### src/rtl/stk_pkg.sv
package stk_pkg;
    typedef enum logic [1:0] {
        ST_IDLE   = 2'd0,
        ST_XFER_A = 2'd1,
        ST_XFER_B = 2'd2,
        ST_FIN    = 2'd3
    } stk_state_e;

    typedef enum logic {
        CONV_NEXT_FREE = 1'b0,
        CONV_LAST_USED = 1'b1
    } stk_conv_e;
endpackage

### src/rtl/stk_addr_gen.sv
module stk_addr_gen
    import stk_pkg::*;
#(
    parameter int SP_W = 16
) (
    input  logic [SP_W-1:0] sp_cur,
    input  logic            conv_last,
    input  logic            is_push,
    input  logic            is_word,
    output logic [SP_W-1:0] first_addr,
    output logic [SP_W-1:0] next_sp
);
    localparam logic [SP_W-1:0] STEP1 = SP_W'(1);
    localparam logic [SP_W-1:0] STEP2 = SP_W'(2);

    stk_conv_e        conv;
    logic [SP_W-1:0]  delta;

    always_comb begin
        conv  = stk_conv_e'(conv_last);
        delta = is_word ? STEP2 : STEP1;
        if (is_push) begin
            next_sp = sp_cur - delta;
            if (conv == CONV_LAST_USED) begin
                first_addr = sp_cur - delta;
            end else begin
                first_addr = is_word ? (sp_cur - STEP1) : sp_cur;
            end
        end else begin
            next_sp = sp_cur + delta;
            if (conv == CONV_LAST_USED) begin
                first_addr = sp_cur;
            end else begin
                first_addr = sp_cur + STEP1;
            end
        end
    end
endmodule

### src/rtl/stk_sp_reg.sv
module stk_sp_reg #(
    parameter int              SP_W     = 16,
    parameter logic [SP_W-1:0] RESET_SP = '0
) (
    input  logic            clk,
    input  logic            rst_n,
    input  logic            ld_take,
    input  logic [SP_W-1:0] ld_val,
    input  logic            upd_take,
    input  logic [SP_W-1:0] upd_val,
    output logic [SP_W-1:0] sp_q
);
    always_ff @(posedge clk) begin
        if (!rst_n) begin
            sp_q <= RESET_SP;
        end else if (ld_take) begin
            sp_q <= ld_val;
        end else if (upd_take) begin
            sp_q <= upd_val;
        end
    end


    sp_single_src_chk: assert property (@(posedge clk) disable iff (!rst_n)
        !(ld_take && upd_take));


    sp_load_chk: assert property (@(posedge clk) disable iff (!rst_n)
        ld_take |=> (sp_q == $past(ld_val)));


    sp_hold_chk: assert property (@(posedge clk) disable iff (!rst_n)
        (!ld_take && !upd_take) |=> $stable(sp_q));
endmodule

### src/rtl/stk_fsm.sv
module stk_fsm
    import stk_pkg::*;
#(
    parameter int SP_W   = 16,
    parameter int BYTE_W = 8
) (
    input  logic                clk,
    input  logic                rst_n,
    input  logic                req_push,
    input  logic                req_pop,
    input  logic                req_word,
    input  logic                ld_en,
    input  logic [2*BYTE_W-1:0] wr_data,
    input  logic [SP_W-1:0]     calc_first,
    input  logic [SP_W-1:0]     calc_next,
    input  logic [BYTE_W-1:0]   mem_rdata,
    output logic                busy,
    output logic                done,
    output logic                ld_take,
    output logic                upd_take,
    output logic [SP_W-1:0]     upd_val,
    output logic [SP_W-1:0]     mem_addr,
    output logic                mem_we,
    output logic [BYTE_W-1:0]   mem_wdata,
    output logic [2*BYTE_W-1:0] rd_data
);
    localparam int              WORD_W = 2 * BYTE_W;
    localparam logic [SP_W-1:0] STEP1  = SP_W'(1);

    stk_state_e          state_q, state_d;
    logic                accept;
    logic                op_push_q, op_word_q;
    logic [SP_W-1:0]     addr_q, nsp_q;
    logic [WORD_W-1:0]   wdat_q, rd_q;
    logic [BYTE_W-1:0]   hi_q;

    assign accept = (state_q == ST_IDLE) && !ld_en && (req_push || req_pop);

    always_comb begin
        state_d = state_q;
        unique case (state_q)
            ST_IDLE:   if (accept) state_d = ST_XFER_A;
            ST_XFER_A: state_d = op_word_q ? ST_XFER_B : ST_FIN;
            ST_XFER_B: state_d = ST_FIN;
            ST_FIN:    state_d = ST_IDLE;
        endcase
    end

    always_ff @(posedge clk) begin
        if (!rst_n) begin
            state_q <= ST_IDLE;
        end else begin
            state_q <= state_d;
        end
    end

    always_ff @(posedge clk) begin
        if (!rst_n) begin
            op_push_q <= 1'b0;
            op_word_q <= 1'b0;
            addr_q    <= '0;
            nsp_q     <= '0;
            wdat_q    <= '0;
            rd_q      <= '0;
            hi_q      <= '0;
        end else begin
            if (accept) begin
                op_push_q <= req_push;
                op_word_q <= req_word;
                addr_q    <= calc_first;
                nsp_q     <= calc_next;
                wdat_q    <= wr_data;
            end
            if (state_q == ST_XFER_A && !op_push_q) begin
                if (op_word_q) begin
                    hi_q <= mem_rdata;
                end else begin
                    rd_q <= {{BYTE_W{1'b0}}, mem_rdata};
                end
            end
            if (state_q == ST_XFER_B && !op_push_q) begin
                rd_q <= {hi_q, mem_rdata};
            end
        end
    end

    always_comb begin
        busy      = (state_q != ST_IDLE);
        done      = (state_q == ST_FIN);
        ld_take   = (state_q == ST_IDLE) && ld_en;
        upd_take  = 1'b0;
        upd_val   = nsp_q;
        mem_addr  = addr_q;
        mem_we    = 1'b0;
        mem_wdata = wdat_q[BYTE_W-1:0];
        rd_data   = rd_q;
        unique case (state_q)
            ST_IDLE: begin
            end
            ST_XFER_A: begin
                mem_we    = op_push_q;
                mem_wdata = op_word_q ? wdat_q[WORD_W-1:BYTE_W] : wdat_q[BYTE_W-1:0];
                upd_take  = !op_word_q;
            end
            ST_XFER_B: begin
                mem_addr  = addr_q + STEP1;
                mem_we    = op_push_q;
                mem_wdata = wdat_q[BYTE_W-1:0];
                upd_take  = 1'b1;
            end
            ST_FIN: begin
            end
        endcase
    end


    done_single_chk: assert property (@(posedge clk) disable iff (!rst_n)
        done |=> !done);


    word_addr_step_chk: assert property (@(posedge clk) disable iff (!rst_n)
        (state_q == ST_XFER_B) |-> (mem_addr == $past(mem_addr) + STEP1));


    busy_latch_hold_chk: assert property (@(posedge clk) disable iff (!rst_n)
        (state_q == ST_XFER_A || state_q == ST_XFER_B) |=> ($stable(addr_q) && $stable(wdat_q)));


    fin_follows_xfer_chk: assert property (@(posedge clk) disable iff (!rst_n)
        (state_q == ST_FIN) |-> ($past(state_q) == ST_XFER_B || $past(state_q) == ST_XFER_A));
endmodule

### src/rtl/stack_unit.sv
module stack_unit #(
    parameter int              SP_W     = 16,
    parameter int              BYTE_W   = 8,
    parameter logic [SP_W-1:0] RESET_SP = '0
) (
    input  logic                clk,
    input  logic                rst_n,
    input  logic                conv_last,
    input  logic                req_push,
    input  logic                req_pop,
    input  logic                req_word,
    input  logic [2*BYTE_W-1:0] wr_data,
    input  logic                ld_en,
    input  logic [SP_W-1:0]     ld_val,
    output logic [2*BYTE_W-1:0] rd_data,
    output logic                done,
    output logic                busy,
    output logic [SP_W-1:0]     sp,
    output logic [SP_W-1:0]     mem_addr,
    output logic                mem_we,
    output logic [BYTE_W-1:0]   mem_wdata,
    input  logic [BYTE_W-1:0]   mem_rdata
);
    logic [SP_W-1:0] calc_first, calc_next, upd_val;
    logic            ld_take, upd_take;

    stk_addr_gen #(.SP_W(SP_W)) u_addr (
        .sp_cur     (sp),
        .conv_last  (conv_last),
        .is_push    (req_push),
        .is_word    (req_word),
        .first_addr (calc_first),
        .next_sp    (calc_next)
    );

    stk_fsm #(.SP_W(SP_W), .BYTE_W(BYTE_W)) u_fsm (
        .clk        (clk),
        .rst_n      (rst_n),
        .req_push   (req_push),
        .req_pop    (req_pop),
        .req_word   (req_word),
        .ld_en      (ld_en),
        .wr_data    (wr_data),
        .calc_first (calc_first),
        .calc_next  (calc_next),
        .mem_rdata  (mem_rdata),
        .busy       (busy),
        .done       (done),
        .ld_take    (ld_take),
        .upd_take   (upd_take),
        .upd_val    (upd_val),
        .mem_addr   (mem_addr),
        .mem_we     (mem_we),
        .mem_wdata  (mem_wdata),
        .rd_data    (rd_data)
    );

    stk_sp_reg #(.SP_W(SP_W), .RESET_SP(RESET_SP)) u_sp (
        .clk      (clk),
        .rst_n    (rst_n),
        .ld_take  (ld_take),
        .ld_val   (ld_val),
        .upd_take (upd_take),
        .upd_val  (upd_val),
        .sp_q     (sp)
    );


    push_wins_chk: assert property (@(posedge clk) disable iff (!rst_n)
        (!busy && !ld_en && req_push && req_pop) |=> mem_we);


    sp_moves_on_done_chk: assert property (@(posedge clk) disable iff (!rst_n)
        $rose(done) |-> (sp != $past(sp)));
endmodule

### config.mk
export PLATFORM = sky130hd
export DESIGN_NAME = stack_unit
export DESIGN_NICKNAME = d
export VERILOG_FILES = /design/src/rtl/stk_pkg.sv /design/src/rtl/stk_addr_gen.sv /design/src/rtl/stk_sp_reg.sv /design/src/rtl/stk_fsm.sv /design/src/rtl/stack_unit.sv
export SDC_FILE = /design/constraint.sdc
export NUM_CORES = 1
export LEC_CHECK = 0
export ABC_CLOCK_PERIOD_IN_PS = 2900
export BUFFER_PORTS_ARGS = -buffer_cell sky130_fd_sc_hd__clkbuf_2
export CORE_MARGIN = 2
export CORE_UTILIZATION = 35
export DETAILED_ROUTE_END_ITERATION = 6
export GPL_TIMING_DRIVEN = 0
export REMOVE_ABC_BUFFERS = 1
export SETUP_SLACK_MARGIN = 0.15
export SLEW_MARGIN = 15
export SYNTH_ARGS = -nofsm -noshare
export SYNTH_HDL_FRONTEND = slang
export SYNTH_SLANG_ARGS = --single-unit
### constraint.sdc
create_clock -name clk -period 2.9 [get_ports clk]
set_input_delay 0 -clock clk [delete_from_list [all_inputs] [get_ports clk]]
set_output_delay 0 -clock clk [all_outputs]
set_load 0.05 [all_outputs]
# Word-level counts from Yosys, hierarchy flattened
# Cells that the tools add are included.
# W data, S select, Z words.
[totals]
reg_bits = 92
input_bits = 47
out_inout_bits = 59
elab_cells = 54
[classes]
add_sub_neg = 5
n_eq_ne = 5
mux = 19
n_reduce_logical = 16
[op_table]
columns = ["operator", "n"]
rows = [
  ["$mux W16", 11],
  ["$add A16 B1 Y16 const B", 2],
  ["$add A16 B16 Y16", 1],
  ["$mux W8", 2],
  ["$sub A16 B1 Y16 const B", 1],
  ["$sub A16 B16 Y16", 1],
  ["$pmux W2 S4", 1],
  ["$reduce_bool A2 Y1", 3],
  ["$logic_and A1 B1 Y1", 5],
  ["$eq A2 B2 Y1 const B", 2],
  ["$mux W2", 2],
  ["$reduce_and A2 Y1", 2],
  ["$logic_not A1 Y1", 3],
  ["$eq A2 B1 Y1 const B", 1],
  ["$logic_not A2 Y1", 1],
  ["$mux W1", 2],
  ["$ne A2 B1 Y1 const B", 1],
  ["$ne A2 B2 Y1 const B", 1],
  ["$pmux W1 S2", 1],
  ["$reduce_or A2 Y1", 1],
  ["$logic_or A1 B1 Y1", 1],
]

# Depth between registers and ports, before layout
[logic_depth]
word_depth = 5
mapped_depth = 10
ltp_nobuf = 9

# Modules after synthesis
# From an unflattened synthesis, not the netlist that was laid out.
[unflattened]
cells_unflattened = 620
area_unflattened_um2 = 5133.7
[by_module_without_submodules]
columns = ["mod", "n_inst", "cells_per_inst", "area_per_inst_um2", "seq_area_each_um2"]
rows = [
  ["stk_fsm", 1, 380, 3129.3, 1521.5],
  ["stk_addr_gen", 1, 169, 1152.4, 0.0],
  ["stk_sp_reg", 1, 71, 852.1, 320.3],
]

# Worst setup path before layout
# OpenSTA, ideal clock, no wires.
[synth_path]
kind = "register -> register"
from = "register u_sp.sp_q[0]"
to = "register u_fsm.nsp_q[12], in the netlist u_fsm.upd_val[12]"
setup_ns = 0.086
arrival_time_ns = 2.325
t_required_ns = 2.814
slack_ns = 0.489
stages_incl_launch_ff = 10
n_path_buf = 0
period_less_slack_ns = 2.411
cell_sequence = "dfxtp_1 -> inv_1 -> ha_1 -> inv_1 -> fa_1 -> or4_1 -> nor3_2 -> a21o_1 -> a21oi_1 -> a211oi_1"
[synth_between]
elab_chain_len = 2
elab_cells_between_ends = 3
cone_classes = "add/sub: 2; mux: 1"
[synth_lines]
columns = ["item", "line_no", "source"]
rows = [
  ["start, declared", "stk_sp_reg.sv:11", "output logic [SP_W-1:0] sp_q"],
  ["start signal, assigned", "stk_sp_reg.sv:17", "sp_q <= ld_val;"],
  ["start signal, assigned", "stk_sp_reg.sv:19", "sp_q <= upd_val;"],
  ["$add A16 B16 Y16 or $sub A16 B16 Y16 (tied branches)", "stk_addr_gen.sv:30, stk_addr_gen.sv:23", ""],
  ["$mux W16 *", "stk_addr_gen.sv:22", "if (is_push) begin"],
  ["end signal, assigned", "stk_fsm.sv:71", "nsp_q <= calc_next;"],
  ["end, declared", "stk_fsm.sv:33", "logic [SP_W-1:0] addr_q, nsp_q;"],
]
# Mark *: on every way between the ends. The rest lies on a longest branch, timed or not.
# A chain may end at the register's enable or synchronous reset.

# Final worst setup path
[layout_path]
from = "input req_word"
to = "register u_fsm.nsp_q[10], in the netlist u_fsm.upd_val[10]"
[layout_between]
elab_chain_len = 3
elab_cells_between_ends = 4
cone_classes = "add/sub: 2; mux: 2"
[layout_lines]
columns = ["item", "line_no", "source"]
rows = [
  ["start, declared", "stack_unit.sv:11", "input logic req_word,"],
  ["$mux W2 *", "stk_addr_gen.sv:21", "delta = is_word ? STEP2 : STEP1;"],
  ["$add A16 B16 Y16 or $sub A16 B16 Y16 (tied branches)", "stk_addr_gen.sv:30, stk_addr_gen.sv:23", ""],
  ["$mux W16 *", "stk_addr_gen.sv:22", ""],
]
# Marks and branches as above.

==> impl_metrics.ini <==
[power]
power_frac_seq_pct = 30.8
powerDensity_mw_per_mm2 = 1067
swShare_pct = 50.56
ir_drop_mv = 0.5628
power_frac_comb_pct = 52.5
power_w = 0.007082
power.switching_w = 0.003581
p_int_w = 0.003502
clkPwrFrac_pct = 16.7
p_leak_nw = 2.531

[sta]
worst_pin_slew_ps = 1006
hold_violations = 0
setup-violations-final = 0
finalWorstSetupSlack_ps = 364.9
fmax_ghz = 0.3945
skew_ps = 5.712
max-slew-margin-rel_pct = 32.86
fin_crit_sh_pct = 87.42
finalSetupTns_ps = 0
period_needed_ps = 2535
slew_viol_final = 0
fin_hold_ws_ps = 184.5
rsz0062_at_grt = no

[synth]
synth_flop_cell = dfxtp_1
yosys.cell_types.count = 68
synth_cells = 669
yosysTopAreaCell = dfxtp_1
ys_ff_latch = 92
ys_seq_area_share_pct = 34.91
netlist_area_mm2 = 0.005275
synth_edf_count = 0
yosysMostFrequentCell = nand2_1
yosys-top-cells-area = dfxtp_1 (35%), nand2_1 (8.0%), a21oi_1 (5.0%), xnor2_1 (5.0%), nor2_1 (4.1%)
synth.avg_cell_area_um2 = 7.885
synth.top_cells.by_count = nand2_1 (113), dfxtp_1 (92), nor2_1 (57)
synth_top_area_share_pct = 34.91
async_flop_share_pct = 0
yosys_warnings = 0

[layout]
final_layout_size_suffix_gt1_share_pct = 20.26
antennaDiodeCount = 0
finish.instance_area_mm2 = 0.006640
fin_nets = 836
area_growth_pct = 25.88

[routing]
drtIter0Drc = 263
wl_mm = 15.71
vias_per_cell = 5.456
antenna_left = 0
dr.pass1.iters = 5
routed-via-count = 5260
drc = 0
routedWlPerCell_um = 16.30

[critical_path]
cpLargestDelayFamily = buffers and inverters
startpoint_type = input port
r2r_slack_ps = 360
r2r-end = u_fsm.upd_val[9]
cp_data_required_time_ps = 3190
crit_path_end_kind = register
crit_chain = dlygate4sd3_1 > clkbuf_2 > inv_2 > ha_1 > inv_1 > fa_1 > or4_1 > nor3_2 > a31oi_1 > xor2_1 > o21ai_1
path_class = input port to register
critPathMaxFanout = 8
arrival_ps = 2820
r2r-start = u_sp.sp_q[3]
r2r_cells = 5
crit_slowest_cell = dlygate4sd3_1
path_buf_inv = 4
slowest_delay_ps = 550

[clock_tree]
clock-root-buffer = clkbuf_16
cts.sinks = 92
clk_latency_ps = 350
clk_path_buf_depth = 2
cts_tree = built
cts_buffers = 9
cts_htree_levels = 3
path_clk_slew_ps = 60

[flow_run]
maxCapViolations = 0

[min_path]
whs_endpoint = u_fsm.addr_q[0]
hp-start = conv_last
min_path_cells = 4
hold_path_class = input port to register

[floorplan]
coreArea_mm2 = 0.01464
rows = 44
start_util_pct = 36.02
die_area_mm2 = 0.01607
fp.dieW_um = 126.8
die_h_um = 126.8
io_pins = 106

[place]
dp_hpwl_mm = 10.74
io_buffers = 105
dp_slack_ps = -174.0
globalplace.congestion = 0.9003
place_area_mm2 = 0.005899

[global_routing]
grt_pass1_wl_mm = 25.50
antenna_found_initial = 0
grt_pass1_vias = 4940
grt_overflow = 0
grt_max_degree = 72
track_usage_pct = 19.56

[run_status]
status = complete, no violations
## power groups by stage
stage | registers, W | clock network, W | logic, W
3_5_place_dp | 0.00220 | 0 | 0.00359
6_report | 0.00218 | 0.00118 | 0.00372
4_1_cts | 0.00217 | 0.00120 | 0.00366
5_1_grt | 0.00225 | 0.00125 | 0.00406
3_3_place_gp | 0.00218 | 0 | 0.00345
2_1_floorplan | 0.00251 | 0 | 0.00223
## layout by cell type (no fill, tap or decap), types with 4 or more instances in the layout
| cell type | netlist | routed |
|---|---|---|
| and3_1 | 6 | 6 |
| clkbuf_16 | 0 | 9 |
| a31oi_1 | 6 | 6 |
| a21oi_1 | 53 | 53 |
| a311oi_1 | 16 | 16 |
| nand2_1 | 113 | 112 |
| dlygate4sd3_1 | 0 | 41 |
| xor2_1 | 16 | 16 |
| dfxtp_1 | 92 | 92 |
| o21ai_1 | 12 | 10 |
| o221ai_1 | 7 | 7 |
| nor2_1 | 57 | 57 |
| o31ai_1 | 7 | 7 |
| a22oi_1 | 11 | 11 |
| a221oi_1 | 4 | 4 |
| inv_1 | 12 | 11 |
| nor2b_1 | 5 | 4 |
| clkbuf_2 | 0 | 105 |
| nor4_1 | 5 | 5 |
| o211ai_1 | 4 | 4 |
| o21ai_0 | 9 | 9 |
| nand4_1 | 12 | 12 |
| xnor2_1 | 30 | 30 |
| ha_1 | 11 | 10 |
| nor3_1 | 13 | 12 |
| or3_1 | 4 | 4 |
| a221o_1 | 4 | 4 |
| mux2_2 | 10 | 10 |
| nand3_1 | 35 | 34 |
## through the flow
step / instances / util (%)
final: 964 / 45.34
after detailed placement: 907 / 40.29
after floorplan: 614 / -
after CTS: 963 / 45.11
after global routing: 964 / 45.34
after global placement: 903 / 39.61
## layout make-up
class | instances | area (um2)
fillers | 1494 | 8004
multi-input cells | 508 | 3202
flip-flops and latches | 92 | 1842
repair buffers | 151 | 1021
well taps | 184 | 230.2
clock buffers | 10 | 229.0
clock inverters | 5 | 62.56
inverters | 14 | 53.80
## cells by family (layout without fill, tap and decap cells)
kind of cell	Yosys count	in the layout	share of synthesized area [%]
AND/OR/NAND/NOR	278	278	25.66
AO/OA/AOI/OAI	159	159	20.30
XOR/XNOR	46	46	7.637
flip-flops	92	92	34.91
adder cells (fa/ha/maj)	13	13	3.368
buffers and inverters	69	180	5.361
multiplexers	12	12	2.751
## tightest hold or removal path, delay by kind of cell
family | cells | cell delay, ps
buffers and inverters | 1 | 220
XOR/XNOR | 1 | 110
AND/OR/NAND/NOR | 1 | 80
AO/OA/AOI/OAI | 1 | 60
## how the worst max path moves through the flow
| stage | end | start | depth (start not counted) | slack (ps) |
|---|---|---|---|---|
| after CTS | u_fsm.addr_q[12] | req_word | 11 | 200 |
| after global placement | u_fsm.addr_q[7] | u_fsm.state_q[0] | 7 | -970 |
| after global routing | u_fsm.upd_val[12] | req_word | 11 | 220 |
| after floorplan | u_fsm.addr_q[7] | u_fsm.state_q[0] | 7 | 50 |
| final | u_fsm.upd_val[10] | req_word | 11 | 360 |
| after detailed placement | u_sp.sp_q[11] | u_fsm.state_q[1] | 7 | -170 |
## registers in the layout, indices dropped and copies added (netlist names)
signal / cells
u_fsm.rd_data: 16
u_fsm.upd_val: 16
u_fsm.op_push_q: 1
u_fsm.state_q: 2
u_fsm.op_word_q: 1
u_sp.sp_q: 16
u_fsm.addr_q: 16
u_fsm.wdat_q: 16
u_fsm.hi_q: 8
## layer usage
layer	track usage (%)	vias to the layer above	wire [um]
met3	3.332	21	758
li1	-	2598	-
met5	0	-	0
met2	31.57	154	7270
met1	26.75	2487	7448
met4	6.206	0	231
## repair_timing
item                                   CTS  global route
setup endpoints to repair               31            18
hold buffers                            41             0
pin swaps                                0             1
resized for setup                        2             5
buffers inserted                         0             1
endpoints found under the hold margin   49             0
gates cloned                             0             0
(Power assumes the default switching activity.)
